--- src/rtl/idxwin_pkg.sv ---
package idxwin_pkg;

  localparam int OFS_W = 8;
  localparam int IDX_W = 8;
  localparam int DATA_W = 32;

  localparam logic [OFS_W-1:0] OFS_SELECT = 8'h00;
  localparam logic [OFS_W-1:0] OFS_WINDOW = 8'h10;

  localparam logic [IDX_W-1:0] IDX_IDENT      = 8'h00;
  localparam logic [IDX_W-1:0] IDX_VERSION    = 8'h01;
  localparam logic [IDX_W-1:0] IDX_ARBIT      = 8'h02;
  localparam logic [IDX_W-1:0] IDX_TABLE_BASE = 8'h10;

  localparam int BIT_DELIV = 12;
  localparam int BIT_RIRR  = 14;
  localparam int BIT_MASK  = 16;
  localparam int ID_LSB    = 24;

  // software-writable bits of a configuration word: 16:15, 13, 11:0
  localparam logic [DATA_W-1:0] CFG_WR_MASK = 32'h0001_AFFF;
  localparam logic [DATA_W-1:0] CFG_RESET   = 32'h1 << BIT_MASK;
  localparam logic [7:0]        VERSION_CODE = 8'h11;

  typedef enum logic [2:0] {
    TGT_NONE,
    TGT_SELECT,
    TGT_IDENT,
    TGT_VERSION,
    TGT_ARBIT,
    TGT_CFG,
    TGT_DST
  } tgt_e;

  typedef struct packed {
    tgt_e       tgt;
    logic [6:0] line;
    logic [1:0] lane;
    logic       byte_rd;
    logic       wr_ok;
  } dec_t;

endpackage

--- src/rtl/idxwin_decode.sv ---
module idxwin_decode
  import idxwin_pkg::*;
#(
  parameter int NUM_LINES = 24
) (
  input  logic [OFS_W-1:0] addr,
  input  logic             word,
  input  logic             write,
  input  logic [IDX_W-1:0] sel,
  output dec_t             dec
);

  localparam logic [IDX_W:0] IDX_END = (IDX_W+1)'(16 + 2 * NUM_LINES);

  logic             in_window;
  logic             in_table;
  logic [IDX_W-1:0] rel_idx;
  tgt_e             win_tgt;

  always_comb begin
    in_window = (addr[OFS_W-1:2] == OFS_WINDOW[OFS_W-1:2]);
    rel_idx   = sel - IDX_TABLE_BASE;
    in_table  = (sel >= IDX_TABLE_BASE) && ({1'b0, sel} < IDX_END);

    if (sel == IDX_IDENT)        win_tgt = TGT_IDENT;
    else if (sel == IDX_VERSION) win_tgt = TGT_VERSION;
    else if (sel == IDX_ARBIT)   win_tgt = TGT_ARBIT;
    else if (in_table)           win_tgt = sel[0] ? TGT_DST : TGT_CFG;
    else                         win_tgt = TGT_NONE;
  end

  always_comb begin
    dec         = '0;
    dec.tgt     = TGT_NONE;
    dec.line    = rel_idx[IDX_W-1:1];
    dec.lane    = addr[1:0];
    if (word) begin
      if (addr == OFS_SELECT) begin
        dec.tgt   = TGT_SELECT;
        dec.wr_ok = write;
      end else if (addr == OFS_WINDOW) begin
        dec.tgt   = win_tgt;
        dec.wr_ok = write && ((win_tgt == TGT_IDENT) ||
                              (win_tgt == TGT_CFG)   ||
                              (win_tgt == TGT_DST));
      end
    end else if (!write && in_window) begin
      dec.tgt     = win_tgt;
      dec.byte_rd = 1'b1;
    end
  end

endmodule

--- src/rtl/idxwin_entry_bank.sv ---
module idxwin_entry_bank
  import idxwin_pkg::*;
#(
  parameter int NUM_LINES = 24,
  parameter int LINE_W    = $clog2(NUM_LINES)
) (
  input  logic                        clk,
  input  logic                        rst_n,
  input  logic                        cfg_we,
  input  logic                        dst_we,
  input  logic [LINE_W-1:0]           line,
  input  logic [DATA_W-1:0]           wdata,
  output logic [NUM_LINES*DATA_W-1:0] cfg_flat,
  output logic [NUM_LINES*8-1:0]      dst_flat
);

  for (genvar g = 0; g < NUM_LINES; g++) begin : g_line
    logic [DATA_W-1:0] cfg_q;
    logic [7:0]        dst_q;
    logic              hit;

    assign hit = (line == LINE_W'(g));

    always_ff @(posedge clk or negedge rst_n) begin
      if (!rst_n) begin
        cfg_q <= CFG_RESET;
        dst_q <= '0;
      end else begin
        if (cfg_we && hit)
          cfg_q <= (wdata & CFG_WR_MASK) | (cfg_q & ~CFG_WR_MASK);
        if (dst_we && hit)
          dst_q <= wdata[DATA_W-1 -: 8];
      end
    end

    assign cfg_flat[g*DATA_W +: DATA_W] = cfg_q;
    assign dst_flat[g*8 +: 8]           = dst_q;
  end

endmodule

--- src/rtl/idxwin_readmux.sv ---
module idxwin_readmux
  import idxwin_pkg::*;
#(
  parameter int NUM_LINES = 24,
  parameter int LINE_W    = $clog2(NUM_LINES),
  parameter int ID_W      = 4
) (
  input  dec_t                        dec,
  input  logic [IDX_W-1:0]            sel,
  input  logic [ID_W-1:0]             ident,
  input  logic [NUM_LINES*DATA_W-1:0] cfg_flat,
  input  logic [NUM_LINES*8-1:0]      dst_flat,
  input  logic [NUM_LINES-1:0]        core_deliv,
  input  logic [NUM_LINES-1:0]        core_rirr,
  output logic [DATA_W-1:0]           rdata
);

  localparam logic [7:0] LAST_LINE = 8'(NUM_LINES - 1);

  logic [LINE_W-1:0] ln;
  logic [DATA_W-1:0] cfg_live;
  logic [DATA_W-1:0] ident_word;
  logic [DATA_W-1:0] word;

  always_comb begin
    ln = dec.line[LINE_W-1:0];
    if (32'(ln) >= NUM_LINES) ln = '0;

    cfg_live            = cfg_flat[ln*DATA_W +: DATA_W];
    cfg_live[BIT_DELIV] = core_deliv[ln];
    cfg_live[BIT_RIRR]  = core_rirr[ln];

    ident_word                  = '0;
    ident_word[ID_LSB +: ID_W]  = ident;

    case (dec.tgt)
      TGT_SELECT:  word = {{(DATA_W-IDX_W){1'b0}}, sel};
      TGT_IDENT:   word = ident_word;
      TGT_ARBIT:   word = ident_word;
      TGT_VERSION: word = {8'h00, LAST_LINE, 8'h00, VERSION_CODE};
      TGT_CFG:     word = cfg_live;
      TGT_DST:     word = {dst_flat[ln*8 +: 8], 24'h0};
      default:     word = '0;
    endcase

    if (dec.byte_rd) rdata = {24'h0, word[dec.lane*8 +: 8]};
    else             rdata = word;
  end

endmodule

--- src/rtl/idxwin_irq_regs.sv ---
module idxwin_irq_regs
  import idxwin_pkg::*;
#(
  parameter int NUM_LINES = 24,
  parameter int LINE_W    = $clog2(NUM_LINES),
  parameter int ID_W      = 4,
  parameter int RESET_ID  = 0
) (
  input  logic                        clk,
  input  logic                        rst_n,
  input  logic                        req_valid,
  output logic                        req_ready,
  input  logic                        req_write,
  input  logic                        req_word,
  input  logic [OFS_W-1:0]            req_addr,
  input  logic [DATA_W-1:0]           req_wdata,
  output logic                        rsp_valid,
  input  logic                        rsp_ready,
  output logic [DATA_W-1:0]           rsp_rdata,
  input  logic [NUM_LINES-1:0]        core_deliv,
  input  logic [NUM_LINES-1:0]        core_rirr,
  output logic [NUM_LINES*DATA_W-1:0] cfg_words,
  output logic [NUM_LINES*8-1:0]      dst_ids,
  output logic                        cfg_wr_pulse,
  output logic [LINE_W-1:0]           cfg_wr_line
);

  logic [IDX_W-1:0]  sel_q;
  logic [ID_W-1:0]   ident_q;
  dec_t              dec;
  logic [DATA_W-1:0] rd_word;
  logic              accept;
  logic              do_wr;
  logic              cfg_we;
  logic              dst_we;
  logic [LINE_W-1:0] wr_line;

  assign req_ready = !rsp_valid || rsp_ready;
  assign accept    = req_valid && req_ready;
  assign do_wr     = accept && dec.wr_ok;
  assign cfg_we    = do_wr && (dec.tgt == TGT_CFG);
  assign dst_we    = do_wr && (dec.tgt == TGT_DST);
  assign wr_line   = dec.line[LINE_W-1:0];

  idxwin_decode #(.NUM_LINES(NUM_LINES)) u_dec (
    .addr  (req_addr),
    .word  (req_word),
    .write (req_write),
    .sel   (sel_q),
    .dec   (dec)
  );

  idxwin_entry_bank #(.NUM_LINES(NUM_LINES), .LINE_W(LINE_W)) u_bank (
    .clk      (clk),
    .rst_n    (rst_n),
    .cfg_we   (cfg_we),
    .dst_we   (dst_we),
    .line     (wr_line),
    .wdata    (req_wdata),
    .cfg_flat (cfg_words),
    .dst_flat (dst_ids)
  );

  idxwin_readmux #(.NUM_LINES(NUM_LINES), .LINE_W(LINE_W), .ID_W(ID_W)) u_rmux (
    .dec        (dec),
    .sel        (sel_q),
    .ident      (ident_q),
    .cfg_flat   (cfg_words),
    .dst_flat   (dst_ids),
    .core_deliv (core_deliv),
    .core_rirr  (core_rirr),
    .rdata      (rd_word)
  );

  always_ff @(posedge clk or negedge rst_n) begin
    if (!rst_n) begin
      sel_q   <= '0;
      ident_q <= ID_W'(RESET_ID);
    end else if (do_wr) begin
      if (dec.tgt == TGT_SELECT) sel_q   <= req_wdata[IDX_W-1:0];
      if (dec.tgt == TGT_IDENT)  ident_q <= req_wdata[ID_LSB +: ID_W];
    end
  end

  always_ff @(posedge clk or negedge rst_n) begin
    if (!rst_n) begin
      rsp_valid <= 1'b0;
      rsp_rdata <= '0;
    end else if (accept) begin
      rsp_valid <= 1'b1;
      rsp_rdata <= req_write ? '0 : rd_word;
    end else if (rsp_ready) begin
      rsp_valid <= 1'b0;
    end
  end

  always_ff @(posedge clk or negedge rst_n) begin
    if (!rst_n) begin
      cfg_wr_pulse <= 1'b0;
      cfg_wr_line  <= '0;
    end else begin
      cfg_wr_pulse <= cfg_we;
      if (cfg_we) cfg_wr_line <= wr_line;
    end
  end

endmodule

--- config.mk ---
export PLATFORM = sky130hd
export DESIGN_NAME = idxwin_irq_regs
export DESIGN_NICKNAME = d
export VERILOG_FILES = /design/src/rtl/idxwin_pkg.sv /design/src/rtl/idxwin_decode.sv /design/src/rtl/idxwin_entry_bank.sv /design/src/rtl/idxwin_readmux.sv /design/src/rtl/idxwin_irq_regs.sv
export SDC_FILE = /design/constraint.sdc
export NUM_CORES = 1
export LEC_CHECK = 0
export BUFFER_PORTS_ARGS = -buffer_cell sky130_fd_sc_hd__buf_2
export CAP_MARGIN = 20
export CORE_AREA = 2 2 424 426
export CTS_CLUSTER_DIAMETER = 120
export DETAILED_ROUTE_END_ITERATION = 6
export DIE_AREA = 0 0 426 428
export PLACE_DENSITY = 0.37
export SYNTH_ARGS = -nofsm -noshare
export SYNTH_HDL_FRONTEND = slang
export SYNTH_SLANG_ARGS = --single-unit
--- constraint.sdc ---
create_clock -name clk -period 9.4 [get_ports clk]
set_clock_uncertainty 0.2 [all_clocks]
set_input_delay 1.88 -clock clk [delete_from_list [all_inputs] [get_ports clk]]
set_output_delay 1.88 -clock clk [all_outputs]
set_load 0.05 [all_outputs]
## Yosys cells after proc, flatten, opt, wreduce, memory -nomap -nowiden

Cells that the tools add are included.

- Memory bits (writable): 0
- Memories: 0
- ROM bits: 0
- Output and inout port bits: 1,000
- Register bits: 1,011
- Bits in latches: 0
- Input bits: 94

- Bitwise operators: 24
- Order comparisons: 4
- Reductions and logical operators: 67
- Shifts and indexed selects: 3
- Div/mod/pow operators: 0
- Multiplexer cells: 24
- Multiply operators: 0
- Add/subtract/negate cells: 1
- Eq/ne operators: 36

Operator list:

| kind | number |
|---|---|
| 17-bit by 32-bit bitwise OR with 32-bit output | 24 |
| 768-bit by 11-bit indexed part select with 32-bit output | 1 |
| 192-bit by 9-bit indexed part select with 8-bit output | 1 |
| 32-bit case mux with 5 select lines | 1 |
| 32-bit 2-to-1 mux | 2 |
| 1-bit logical AND | 55 |
| 5-bit by 4-bit equality test with 1-bit output, second input constant | 8 |
| 5-bit equality test, second input constant | 8 |
| 32-bit by 6-bit indexed part select with 8-bit output | 1 |
| 3-bit 2-to-1 mux | 8 |
| 5-bit by 3-bit equality test with 1-bit output, second input constant | 4 |
| 8-bit zero test | 2 |
| 3-bit equality test, second input constant | 5 |
| 1-bit binary-select mux with 5-bit select | 2 |
| 5-bit by 2-bit equality test with 1-bit output, second input constant | 2 |
| 3-bit by 2-bit equality test with 1-bit output, second input constant | 3 |
| 1-bit 2-to-1 mux | 9 |
| 8-bit by 1-bit equality test with 1-bit output, second input constant | 1 |
| 8-bit by 2-bit equality test with 1-bit output, second input constant | 1 |
| 8-bit by 5-bit equality test with 1-bit output, second input constant | 1 |
| 8-bit by 5-bit greater-or-equal comparator with 1-bit output, second input constant | 1 |
| 8-bit by 7-bit < comparator with 1-bit output, second input constant | 1 |
| 6-bit by 3-bit equality test with 1-bit output, second input constant | 1 |
| 5-bit by 6-bit < comparator with 1-bit output, second input constant | 1 |
| 12 further kinds | 16 |

## Depth between registers and ports, before layout

- Depth in word-level cells: 16
- Gate-level depth with buffers: 14
- Depth with buffers taken out: 9

## By module

A second synthesis with hierarchy kept.

- Cells, all modules: 3,383
- Area, all modules: 36,237.3 sq um

By module, submodules not included:

| module | times used | cells each | area an instance (sq um) |
|---|---|---|---|
| idxwin_entry_bank | 1 | 1,676 | 24,009.3 |
| idxwin_readmux | 1 | 1,513 | 9,731.8 |
| idxwin_irq_regs | 1 | 149 | 2,168.3 |
| idxwin_decode | 1 | 45 | 327.8 |

## Least setup slack after synthesis

Ideal clock, no wire load.

- Path type: input -> register
- From: input port req_addr[2]
- To: register u_bank.g_line[13].cfg_q[10]
- Setup time: 0.128 ns
- Stages on the path: 9
- Data arrival time: 4.291 ns
- Setup slack: 4.781 ns
- Buffers on the path: 2
- Cell sequence: or4_4 > a2111oi_4 > nand4_1 > nor3_4 > and2_1 > buf_4 > nand2_2 > buf_2 > mux2_1

- Cells in the longest elaborated chain, start to end: 7
- Elaborated cells between the ends (all ways): 15

RTL lines:

| what | line | RTL |
|---|---|---|
| from (decl) | idxwin_irq_regs.sv:15 | `input logic [OFS_W-1:0] req_addr,` |
| 8-bit by 5-bit equality test with 1-bit output / 6-bit by 3-bit equality test with 1-bit output (equally long branches) | idxwin_decode.sv:41, idxwin_decode.sv:21 |  |
| 3-bit 2-to-1 mux (tied with other cells) | idxwin_decode.sv:41 | `end else if (addr == OFS_WINDOW) begin` |
| 3-bit 2-to-1 mux (tied with other cells) | idxwin_decode.sv:38 | `if (addr == OFS_SELECT) begin` |
| 3-bit 2-to-1 mux / 1-bit 2-to-1 mux (equally long branches) | idxwin_decode.sv:37 | `if (word) begin` |
| 3-bit equality test / 1-bit logical AND (equally long branches) | idxwin_irq_regs.sv:41, idxwin_irq_regs.sv:40 |  |
| 1-bit logical AND (*) | idxwin_irq_regs.sv:41 | `assign cfg_we = do_wr && (dec.tgt == TGT_CFG);` |
| 1-bit logical AND (*) | idxwin_entry_bank.sv:29 | `if (cfg_we && hit)` |
| to (signal assigned) | idxwin_entry_bank.sv:30 | `cfg_q <= (wdata & CFG_WR_MASK) \| (cfg_q & ~CFG_WR_MASK);` |
| to (decl) | idxwin_entry_bank.sv:18 | `logic [DATA_W-1:0] cfg_q;` |

Every way passes the cells marked *; elsewhere a longest branch is shown, timed or not.
A chain may end at the register's enable or synchronous reset.

## Worst setup path after layout

- From: input port req_addr[0]
- To: register u_bank.g_line[3].cfg_q[8]

- Cells in the longest elaborated chain, start to end: 7
- Elaborated cells between the ends (all ways): 12

RTL lines:

| what | line |
|---|---|
| 8-bit by 5-bit equality test with 1-bit output | idxwin_decode.sv:41 |
| 3-bit 2-to-1 mux / 1-bit 2-to-1 mux (equally long branches) | idxwin_decode.sv:41 |
| 3-bit 2-to-1 mux / 1-bit 2-to-1 mux (equally long branches) | idxwin_decode.sv:38 |
| 3-bit 2-to-1 mux / 1-bit 2-to-1 mux (equally long branches) | idxwin_decode.sv:37 |
| 3-bit equality test / 1-bit logical AND (equally long branches) | idxwin_irq_regs.sv:41, idxwin_irq_regs.sv:40 |
| 1-bit logical AND (*) | idxwin_irq_regs.sv:41 |
| 1-bit logical AND (*) | idxwin_entry_bank.sv:29 |
| to (signal assigned) | idxwin_entry_bank.sv:30 |
| to (decl) | idxwin_entry_bank.sv:18 |

Marked as above.

==> run_results.csv <==
group,metric,value,unit
logic_synthesis,syn_area_per_cell,12.53,sq um
logic_synthesis,ys.flop_type,"dfrtp_1",
logic_synthesis,synth_area_leaders,"dfrtp_1, mux2_2, buf_4",
floorplan,die_w,426,um
detailed_routing,vias_per_cell,4.118,
final_layout,final_layout_size_suffix_gt1_share,48.57,%
logic_synthesis,synth-xor-area-share,0,%
logic_synthesis,synth_edf_count,0,
outcome,violations,"DRC",
placement,placed_cells,5426,
worst_setup_path,cp.required,9.75,ns
detailed_routing,wire_per_inst,29.61,um
detailed_routing,ant_nets,0,
worst_setup_path,critical_path_class,"in2reg",
clock_tree,cts_setup_buffers,0,
worst_setup_path,r2r_setup_slack,3.74,ns
final_layout,syn_to_final_growth,22.63,%
timing,slew_viol_final,0,
timing,grt_setup_unrepaired,"false",
worst_setup_path,r2r_cells,11,
logic_synthesis,synth_top_area_share,45.51,%
worst_setup_path,endpoint,"u_bank.g_line[3].cfg_q[8]",
global_route,antenna_found_initial,11,
detailed_routing,dr.first_iter.drc_count,1259,
clock_tree,cts_buffers,78,
placement,place_congestion,0.7994,
final_layout,fin_cells,5574,
clock_tree,htreeDepth,3,
logic_synthesis,ys_warn_count,0,
logic_synthesis,synthMuxAreaShare,28.23,%
final_layout,nNetsFinal,3249,
clock_tree,cts_root_buf,"clkbuf_16",
detailed_routing,dr.pass1.iters,7,
logic_synthesis,ys_seq_area_share,47.51,%
floorplan,row_count,155,
clock_tree,holdBufCountCts,0,
logic_synthesis,synth-simple-area-share,4.951,%
worst_setup_path,cp.arrival,6.58,ns
global_route,grt_pass1_vias,22800,
timing,slew_headroom,23.04,%
pwr,ir_drop,0.1245,mV
logic_synthesis,synth-compound-area-share,6.810,%
global_route,grt_usage,17.64,%
logic_synthesis,synth-adder-area-share,0.1586,%
detailed_routing,dr_total_vias,22950,
logic_synthesis,synth_top_area_cell,"dfrtp_1",
clock_tree,cts.clk_slew.worst_paths,0.06,ns
timing,period_needed,6.231,ns
clock_tree,clock_latency,0.71,ns
global_route,grt_overflow,0,
floorplan,die-area,182300,sq um
outcome,status,"finished, violations left",
worst_setup_path,startpoint,"req_addr[0]",
worst_hold_path,hp-class,"reg2reg",
timing,fmaxAchievable,160.5,MHz
worst_setup_path,critical_path.startpoint_type,"input pin",
pwr,powerDensity,158.9,nW/um^2
logic_synthesis,synth-seq-cells,598,
worst_setup_path,r2r_start,"sel_q[4]",
floorplan,coreArea,177600,sq um
floorplan,die_h,428,um
clock_tree,clock_sinks,598,
timing,tightest_slew,1.151,ns
detailed_routing,routed_wl,165000,um
logic_synthesis,synth_cell_type_count,83,
global_route,grt_max_degree,158,
timing,period_share,66.29,%
placement,dp_hpwl,120400,um
timing,setup_viol,0,
final_layout,layout_commonest_cell,"buf_2",
logic_synthesis,netlist_area,31560,sq um
pwr,p_leak,20.52,nW
floorplan,ios,1094,
logic_synthesis,synth_cells,2519,
floorplan,initial_core_util,17.77,%
final_layout,layout_common_cells,"buf_2, dfrtp_1, mux2_2",
placement,port-buffer-count,676,
clock_tree,cts_tree,"yes",
clock_tree,cts_resized,0,
worst_setup_path,crit_path_end_kind,"flip-flop",
worst_setup_path,crit_path_max_fanout,20,
timing,finalHoldViolCount,0,
job,drv_cap,0,
worst_setup_path,r2r_end,"u_bank.g_line[3].cfg_q[8]",
logic_synthesis,synth_top_family_by_area,"multiplexers",
timing,setup_tns,0,ns
clock_tree,clock_path_buffers,3,
global_route,grt_pass1_wl,219100,um
timing,holdWs,0.2744,ns
logic_synthesis,async_flop_share,100.0,%
detailed_routing,drc,2,
[where the power goes]
group          switching (mW)  total, mW  internal (mW)
registers            0.000660       2.58           2.58
logic                   0.494      0.521         0.0273
clock network            1.28       3.05           1.77
[area by class of cell]
type                    instances  area, sq um
fillers                     19320       138900
diodes                          9        22.52
clock inverters                28        311.5
clock buffers                 111         2227
repair buffers                734         3866
well taps                    2355         2947
inverters                      12        45.04
flip-flops and latches        598        15000
multi-input cells            1727        14290
[layer usage]
layer	wire [um]	up-vias	global-route usage (%)
met5	13	-	0
met4	6503	2	7.195
met3	9110	184	3.642
met2	87230	948	32.25
met1	62170	12170	19.69
li1	-	9655	-
[flip-flops by register name, indices dropped and copies added (netlist names)]
| name | cells |
|---|---|
| cfg_wr_pulse | 1 |
| rsp_valid | 1 |
| u_bank.g_line.dst_q | 192 |
| rsp_rdata | 27 |
| cfg_wr_line | 5 |
| sel_q | 8 |
| u_bank.g_line.cfg_q | 360 |
| ident_q | 4 |
[per-stage QoR]
stage	util [%]	power, mW	worst slack, ns	instance area, sq um
final	21.79	6.148	3.169	38700
after global routing	21.78	6.376	3.175	38690
after CTS	21.77	6.250	3.272	38680
after detailed placement	20.35	3.147	2.517	36140
after global placement	20.35	3.148	2.555	36140
after floorplan	-	3.154	4.781	33090
[cell usage after synthesis (7+ instances only)]
cell type  instances
clkbuf_1         106
nor2_1            37
a21oi_1           38
a211o_1            8
nand4_1           10
o31ai_1            7
dfrtp_1          574
a221oi_1           7
nand3_1           25
a31oi_1           17
nand2_2           12
dfstp_2           24
nor2_2            13
mux2_1            64
o221ai_1          14
a211oi_1          24
nor3_1            12
nand2_1          102
buf_2             42
buf_4            416
a222oi_1          23
inv_1             10
mux4_2            65
buf_1             22
o22ai_1           11
nor2b_1            9
o211ai_1          15
a22oi_1            9
mux2i_1           70
and3_1             9
o21ai_0           50
nand3_2           13
mux2_2           535
[kinds of logic (layout without fill, tap and decap cells)]
logic type	after synthesis	after routing
compound gates	290	290
fa+ha+maj	4	4
buf+inv	601	885
flops	598	598
mux	734	734
other cells	1	417
simple gates	291	291
[how the worst min path moves through the flow]
stage	slack [ns]	endpoint	cells past startpoint	start
2_1_floorplan	0.28	ident_q[0]	1	ident_q[0]
3_5_place_dp	0.27	rsp_rdata[31]	2	rsp_rdata[31]
6_report	0.27	rsp_rdata[31]	2	rsp_rdata[31]
3_3_place_gp	0.26	rsp_rdata[8]	2	rsp_rdata[8]
5_1_grt	0.30	rsp_rdata[29]	2	rsp_rdata[29]
4_1_cts	0.28	rsp_rdata[31]	2	rsp_rdata[31]
[worst max-delay path: stages]
cell and delay [ns]:
buf_2 0.21, or3b_4 0.47, a2111oi_4 0.46, nand4_1 0.52, nor3_4 0.76, buf_4 0.43
nand4_1 0.94, buf_4 0.58, mux2_2 0.30
Power figures use the tool's default switching activity.
